File: config.mk
export PLATFORM = sky130hd
export DESIGN_NAME = sclk_frac_gen
export DESIGN_NICKNAME = d
export VERILOG_FILES = /design/src/rtl/sclk_pkg.sv /design/src/rtl/sclk_cfg_regs.sv /design/src/rtl/sclk_tick_sel.sv /design/src/rtl/sclk_accum.sv /design/src/rtl/sclk_frac_gen.sv
export SDC_FILE = /design/constraint.sdc
export NUM_CORES = 1
export LEC_CHECK = 0
export ABC_CLOCK_PERIOD_IN_PS = 4680
export BUFFER_PORTS_ARGS = -buffer_cell sky130_fd_sc_hd__clkbuf_2
export CAP_MARGIN = 20
export CORE_AREA = 2 2 168 104
export DETAILED_ROUTE_END_ITERATION = 8
export DIE_AREA = 0 0 170 106
export SYNTH_ARGS = -nofsm -noshare
export SYNTH_HDL_FRONTEND = slang
export SYNTH_SLANG_ARGS = --single-unit
export TNS_END_PERCENT = 30
File: constraint.sdc
create_clock -name clk -period 4.68 [get_ports clk]
set_clock_uncertainty 0.15 [all_clocks]
set_input_delay 0.468 -clock clk [delete_from_list [all_inputs] [get_ports clk]]
set_output_delay 0.468 -clock clk [all_outputs]
set_load 0.005 [all_outputs]
File: src/rtl/sclk_pkg.sv
package sclk_pkg;

    // Master family picked by bit 0 of the selector register
    typedef enum logic {
        FAM_48K = 1'b0,
        FAM_44K = 1'b1
    } fam_e;

    localparam int unsigned SEL_BIT = 0;

endpackage

File: src/rtl/sclk_cfg_regs.sv
module sclk_cfg_regs
    import sclk_pkg::*;
#(
    parameter int unsigned FLD_W = 16,
    parameter int unsigned SEL_W = 16,
    localparam int unsigned RATE_W = 2 * FLD_W
) (
    input  logic              clk,
    input  logic              rst_n,
    input  logic              sel_we,
    input  logic [SEL_W-1:0]  sel_wdata,
    input  logic              rate_we,
    input  logic [RATE_W-1:0] rate_wdata,
    output fam_e              fam_o,
    output logic [FLD_W-1:0]  inc_o,
    output logic [FLD_W-1:0]  mod_o,
    output logic              en_o,
    output logic              clr_o
);

    typedef struct packed {
        fam_e             fam;
        logic [FLD_W-1:0] inc;
        logic [FLD_W-1:0] neg;
    } cfg_t;

    cfg_t cfg_d, cfg_q;

    always_comb begin
        cfg_d = cfg_q;
        if (sel_we) begin
            cfg_d.fam = fam_e'(sel_wdata[SEL_BIT]);
        end
        if (rate_we) begin
            cfg_d.inc = rate_wdata[FLD_W-1:0];
            cfg_d.neg = rate_wdata[RATE_W-1:FLD_W];
        end
    end

    always_ff @(posedge clk) begin
        if (!rst_n) begin
            cfg_q <= '{fam: FAM_48K, inc: '0, neg: '0};
        end else begin
            cfg_q <= cfg_d;
        end
    end

    // Modulus recovered modulo 2^FLD_W from the packed upper field
    logic [FLD_W-1:0] mod_w;
    assign mod_w = cfg_q.inc - cfg_q.neg - FLD_W'(1);

    assign fam_o = cfg_q.fam;
    assign inc_o = cfg_q.inc;
    assign mod_o = mod_w;
    assign en_o  = (mod_w != '0) && (cfg_q.inc <= mod_w);
    assign clr_o = sel_we | rate_we;

    AST_CFG_HOLD: assert property (@(posedge clk) disable iff (!rst_n)
        !$past(sel_we) && !$past(rate_we) |-> $stable(inc_o) && $stable(fam_o))
        else $error("configuration changed without a write");

endmodule

File: src/rtl/sclk_tick_sel.sv
module sclk_tick_sel
    import sclk_pkg::*;
#(
    parameter int unsigned N_MASTER = 2
) (
    input  logic [N_MASTER-1:0] tick_i,
    input  fam_e                fam_i,
    output logic                tick_o
);

    logic [N_MASTER-1:0] hit;

    for (genvar g = 0; g < N_MASTER; g++) begin : g_lane
        assign hit[g] = tick_i[g] && (int'(fam_i) == g);
    end

    assign tick_o = |hit;

    always_comb begin
        if (tick_i == '0) begin
            AST_NO_PHANTOM_TICK: assert (!tick_o)
                else $error("tick without any master tick");
        end
    end

endmodule

File: src/rtl/sclk_accum.sv
module sclk_accum #(
    parameter int unsigned FLD_W = 16,
    localparam int unsigned SUM_W = FLD_W + 1
) (
    input  logic             clk,
    input  logic             rst_n,
    input  logic             tick_i,
    input  logic             clr_i,
    input  logic             en_i,
    input  logic [FLD_W-1:0] inc_i,
    input  logic [FLD_W-1:0] mod_i,
    output logic             strobe_o
);

    typedef struct packed {
        logic [FLD_W-1:0] acc;
        logic             strobe;
    } st_t;

    st_t st_d, st_q;
    logic [SUM_W-1:0] sum;
    logic [SUM_W-1:0] mod_ext;

    always_comb begin
        st_d        = st_q;
        st_d.strobe = 1'b0;
        sum         = {1'b0, st_q.acc} + {1'b0, inc_i};
        mod_ext     = {1'b0, mod_i};
        if (clr_i) begin
            st_d.acc = '0;
        end else if (tick_i && en_i) begin
            if (sum >= mod_ext) begin
                st_d.acc    = FLD_W'(sum - mod_ext);
                st_d.strobe = 1'b1;
            end else begin
                st_d.acc = FLD_W'(sum);
            end
        end
    end

    always_ff @(posedge clk) begin
        if (!rst_n) begin
            st_q <= '0;
        end else begin
            st_q <= st_d;
        end
    end

    assign strobe_o = st_q.strobe;

    AST_STROBE_AFTER_TICK: assert property (@(posedge clk) disable iff (!rst_n)
        strobe_o |-> $past(tick_i) && !$past(clr_i))
        else $error("strobe without a counted tick");

    AST_ACC_BELOW_MOD: assert property (@(posedge clk) disable iff (!rst_n)
        en_i |-> {1'b0, st_q.acc} < {1'b0, mod_i})
        else $error("accumulator reached the modulus");

    AST_DISABLED_SILENT: assert property (@(posedge clk) disable iff (!rst_n)
        $past(!en_i) |-> !strobe_o)
        else $error("strobe while disabled");

    AST_WRITE_CLEARS: assert property (@(posedge clk) disable iff (!rst_n)
        $past(clr_i) |-> (st_q.acc == '0) && !strobe_o)
        else $error("write did not clear the accumulator");

endmodule

File: src/rtl/sclk_frac_gen.sv
module sclk_frac_gen
    import sclk_pkg::*;
#(
    parameter int unsigned FLD_W = 16,
    parameter int unsigned SEL_W = 16,
    localparam int unsigned RATE_W = 2 * FLD_W
) (
    input  logic              clk,
    input  logic              rst_n,
    input  logic              tick_44k,
    input  logic              tick_48k,
    input  logic              sel_we,
    input  logic [SEL_W-1:0]  sel_wdata,
    input  logic              rate_we,
    input  logic [RATE_W-1:0] rate_wdata,
    output logic              strobe_o
);

    fam_e             fam;
    logic [FLD_W-1:0] inc;
    logic [FLD_W-1:0] modulus;
    logic             en;
    logic             clr;
    logic             tick_sel;
    logic [1:0]       ticks;

    // lane index equals the family encoding
    assign ticks = {tick_44k, tick_48k};

    sclk_cfg_regs #(
        .FLD_W (FLD_W),
        .SEL_W (SEL_W)
    ) i_cfg (
        .clk        (clk),
        .rst_n      (rst_n),
        .sel_we     (sel_we),
        .sel_wdata  (sel_wdata),
        .rate_we    (rate_we),
        .rate_wdata (rate_wdata),
        .fam_o      (fam),
        .inc_o      (inc),
        .mod_o      (modulus),
        .en_o       (en),
        .clr_o      (clr)
    );

    sclk_tick_sel #(
        .N_MASTER (2)
    ) i_tsel (
        .tick_i (ticks),
        .fam_i  (fam),
        .tick_o (tick_sel)
    );

    sclk_accum #(
        .FLD_W (FLD_W)
    ) i_acc (
        .clk      (clk),
        .rst_n    (rst_n),
        .tick_i   (tick_sel),
        .clr_i    (clr),
        .en_i     (en),
        .inc_i    (inc),
        .mod_i    (modulus),
        .strobe_o (strobe_o)
    );

    AST_SEL_IGNORES_OTHER: assert property (@(posedge clk) disable iff (!rst_n)
        (fam == FAM_44K) && !tick_44k && !clr |=> !strobe_o)
        else $error("strobe from the unselected master");

endmodule

==> impl_metrics.env <==
export IMPL_pwr_share_clk=0.279
export IMPL_netlist_area_sq_um=4880
export IMPL_drt_iter0_markers=255
export IMPL_holdBufCountCts=0
export IMPL_grt_pass1_vias=3836
export IMPL_max_slew_margin_rel=0.5363
export IMPL_avgSynthCellArea_sq_um=8.606
export IMPL_worstSetupPathType="flip-flop to flip-flop"
export IMPL_synthAdderAreaFrac=0.1687
export IMPL_peakVddDrop_mv=0.1780
export IMPL_rr_worst_depth=18
export IMPL_ys_ff_latch=50
export IMPL_min_path_cells=3
export IMPL_grt_antenna_before_repair=0
export IMPL_dr_pass1_iters=5
export IMPL_cts_tree="built"
export IMPL_startpoint_type="flip-flop"
export IMPL_clock_sinks=50
export IMPL_max_freq_mhz=224.3
export IMPL_fp_dieW_um=170
export IMPL_wl_met2_um=4598
export IMPL_avgViaCountPerCell=5.039
export IMPL_clock_latency_ps=300
export IMPL_place_gp_congestion=0.8242
export IMPL_setup_violations=0
export IMPL_maxCapViolCount=0
export IMPL_tightestPinTransition_ps=678.1
export IMPL_power_density_nw_per_um2=319.3
export IMPL_overflow=0
export IMPL_area_growth_synth_to_final_pct=15.85
export IMPL_critPathMaxStageDelay_ps=470
export IMPL_port_buffers=39
export IMPL_place_area_sq_um=5386
export IMPL_root_buffer="clkbuf_16"
export IMPL_slowest_stage="fa_1"
export IMPL_dieArea_sq_um=18020
export IMPL_hold_path_class="input port to flip-flop"
export IMPL_layout_common_cells="ha_1 (61), dfxtp_1 (49), mux2i_1 (45)"
export IMPL_yosys_warnings=0
export IMPL_initial_core_util=0.2928
export IMPL_grt_max_degree=36
export IMPL_cts_clk_slew_worst_paths_ps=70
export IMPL_wl_met3_um=580
export IMPL_period_needed_ps=4459
export IMPL_intPower_mw=1.139
export IMPL_finalPower_mw=1.805
export IMPL_synth_top_family_by_area="compound AO/OA/AOI/OAI gates"
export IMPL_rsz0062_at_grt="false"
export IMPL_grt_usage=0.1422
export IMPL_fin_cells=829
export IMPL_fin_util=0.3392
export IMPL_finalWorstSetupSlack_ps=221.0
export IMPL_grt_pass1_wl_um=20290
export IMPL_arrival_ps=4540
export IMPL_synthSimpleGateAreaFrac=0.1908
export IMPL_combPwrFrac=0.461
export IMPL_holdWs_ps=273.1
export IMPL_ios=55
export IMPL_wirelength_um=12490
export IMPL_async_reset_ff_frac=0
export IMPL_end_kind="flip-flop"
export IMPL_finalHoldViolCount=0
export IMPL_drc=0
export IMPL_cts_buffers=5
export IMPL_final_layout_size_suffix_gt1_frac=0.1691
export IMPL_synth_xor_xnor_area_share=0.06949
export IMPL_power_frac_seq=0.260
export IMPL_highest_layer="met4"
export IMPL_final_max_slew_viol_count=0
export IMPL_antennaDiodeCount=0
export IMPL_critical_path_cell_chain="inv_1 > ha_1 > fa_1 > a21oi_4 > o2111ai_4 > a211o_2 > a2111oi_4 > nor3_1 > ha_1 > a21o_1 > a21oi_1 > nand2_1 > a41o_1 > o2bb2ai_1 > o211a_4 > nand2_1 > or3_1 > o211ai_2"
export IMPL_outcome="completed"
export IMPL_setup_tns_final_ps=0
export IMPL_synthMuxAreaShare=0.1000
export IMPL_htree_levels=2
export IMPL_min_period_over_period=0.9528
export IMPL_drt_met1_wl_um=7270
export IMPL_synth_edff_count=0
export IMPL_num_rows=37
export IMPL_synthCells=567
export IMPL_place_inst=819
export IMPL_synth_seq_area_share=0.2051
export IMPL_p_sw_frac=0.3692
export IMPL_cp_data_required_time_ps=4760
export IMPL_p_leak_nw=2.565
export IMPL_nets=732
export IMPL_hpwl_um=9765
export IMPL_ys_flop_type="dfxtp_1"
export IMPL_ant_nets=0
export IMPL_place_ws_ps=-57.49
export IMPL_synth_nets=685
export IMPL_avgRoutedWirePerCell_um=15.07
export IMPL_layout_commonest_cell="ha_1"
export IMPL_coreArea_sq_um=16670
export IMPL_vias=4177
export IMPL_fin_area_sq_um=5653
export IMPL_die_h_um=106
export IMPL_synth_compound_area_share=0.2164
export IMPL_cts_buffer_depth=2
export IMPL_netlist_cell_type_count=73
export IMPL_p_sw_mw=0.6665
export IMPL_path_max_fanout=5
## power by group through the flow
stage / logic [mW] / clock network (mW) / registers (mW)
global placement: 0.799 / 0 / 0.479
CTS: 0.809 / 0.513 / 0.469
floorplan: 0.612 / 0 / 0.470
global route: 0.922 / 0.534 / 0.472
finish: 0.833 / 0.504 / 0.469
detailed placement: 0.801 / 0 / 0.479
## sequential cells by signal, summed over array words and instances (netlist names)
| register | cells |
|---|---|
| i_acc.st_q | 16 |
| i_cfg.inc_o | 16 |
| i_cfg.cfg_q | 16 |
| i_acc.strobe_o | 1 |
| i_cfg.fam_o | 1 |
## kinds of logic (layout without fill, tap and decap cells)
group,after synthesis,after routing
AOI/OAI and AO/OA,149,149
xor gates and xnor gates,35,35
adders and majority gates,64,64
buffers and inverters,53,101
DFF,50,50
muxes,48,48
and+or+nand+nor,168,168
## synth_stat cells, types with 3 or more instances
| master | count | area (sq um) |
|---|---|---|
| nand2b_1 | 5 | 31.28 |
| nand3_1 | 11 | 55.05 |
| o21ai_1 | 12 | 60.06 |
| nor4_1 | 5 | 31.28 |
| inv_1 | 36 | 135.1 |
| a21o_1 | 13 | 97.59 |
| xor2_1 | 13 | 113.9 |
| o211ai_1 | 5 | 37.54 |
| or2_2 | 8 | 50.05 |
| o2111ai_1 | 4 | 35.03 |
| and3_1 | 4 | 25.02 |
| ha_1 | 61 | 763.2 |
| nor3_1 | 13 | 65.06 |
| nand4_1 | 7 | 43.79 |
| fa_1 | 3 | 60.06 |
| or3_1 | 5 | 31.28 |
| clkbuf_1 | 10 | 37.54 |
| dfxtp_1 | 50 | 1001 |
| xnor2_1 | 20 | 175.2 |
| buf_6 | 5 | 56.30 |
| a21oi_1 | 42 | 210.2 |
| a31oi_1 | 7 | 43.79 |
| a211oi_1 | 8 | 60.06 |
| nor2_1 | 22 | 82.58 |
| o21a_1 | 4 | 30.03 |
| nor2b_1 | 42 | 262.8 |
| mux2i_1 | 45 | 450.4 |
| a211o_1 | 3 | 26.28 |
| o21ai_0 | 18 | 90.09 |
| o22ai_1 | 3 | 18.77 |
| nand2_1 | 30 | 112.6 |
| and2_1 | 3 | 18.77 |
## per-layer routing
layer / track usage / vias up
met1: 0.2385 / 1907
met2: 0.1866 / 84
li1: - / 2182
met4: 0.01648 / 0
met3: 0.02271 / 4
met5: 0 / -
## cell type report
cell class | instances | area [sq um]
fillers | 1746 | 11010
flip-flops and latches | 50 | 1002
clock buffers | 6 | 138.9
multi-input cells | 464 | 3694
well taps | 214 | 267.8
inverters | 36 | 135.1
clock inverters | 2 | 60.06
repair buffers | 57 | 355.3
## repair_timing
item / 4_1_cts / 5_1_grt
pin swaps: 0 / 3
setup buffers: 0 / 2
gates resized for setup: 1 / 11
setup endpoints to repair: 7 / 17
## worst paths after layout
path / from / endpoint / slack [ps]
min: rate_wdata[21] / i_cfg.cfg_q[5]$_SDFFE_PN0P_ / 270
min reg2reg: i_acc.st_q[1]$_SDFFE_PP0P_ / i_acc.st_q[1]$_SDFFE_PP0P_ / 330
max reg2reg: i_cfg.cfg_q[0]$_SDFFE_PN0P_ / i_acc.st_q[11]$_SDFFE_PP0P_ / 220
max: i_cfg.cfg_q[0]$_SDFFE_PN0P_ / i_acc.st_q[11]$_SDFFE_PP0P_ / 220
## worst max-delay path: cells and delay by family, from the launching register on
family / cells / cell delay (ps)
flops: 1 / 330
buf+inv: 1 / 60
compound gates: 10 / 2230
fa+ha+maj: 3 / 1020
simple gates: 4 / 590
No activity file was read; power rests on OpenSTA's default activity.
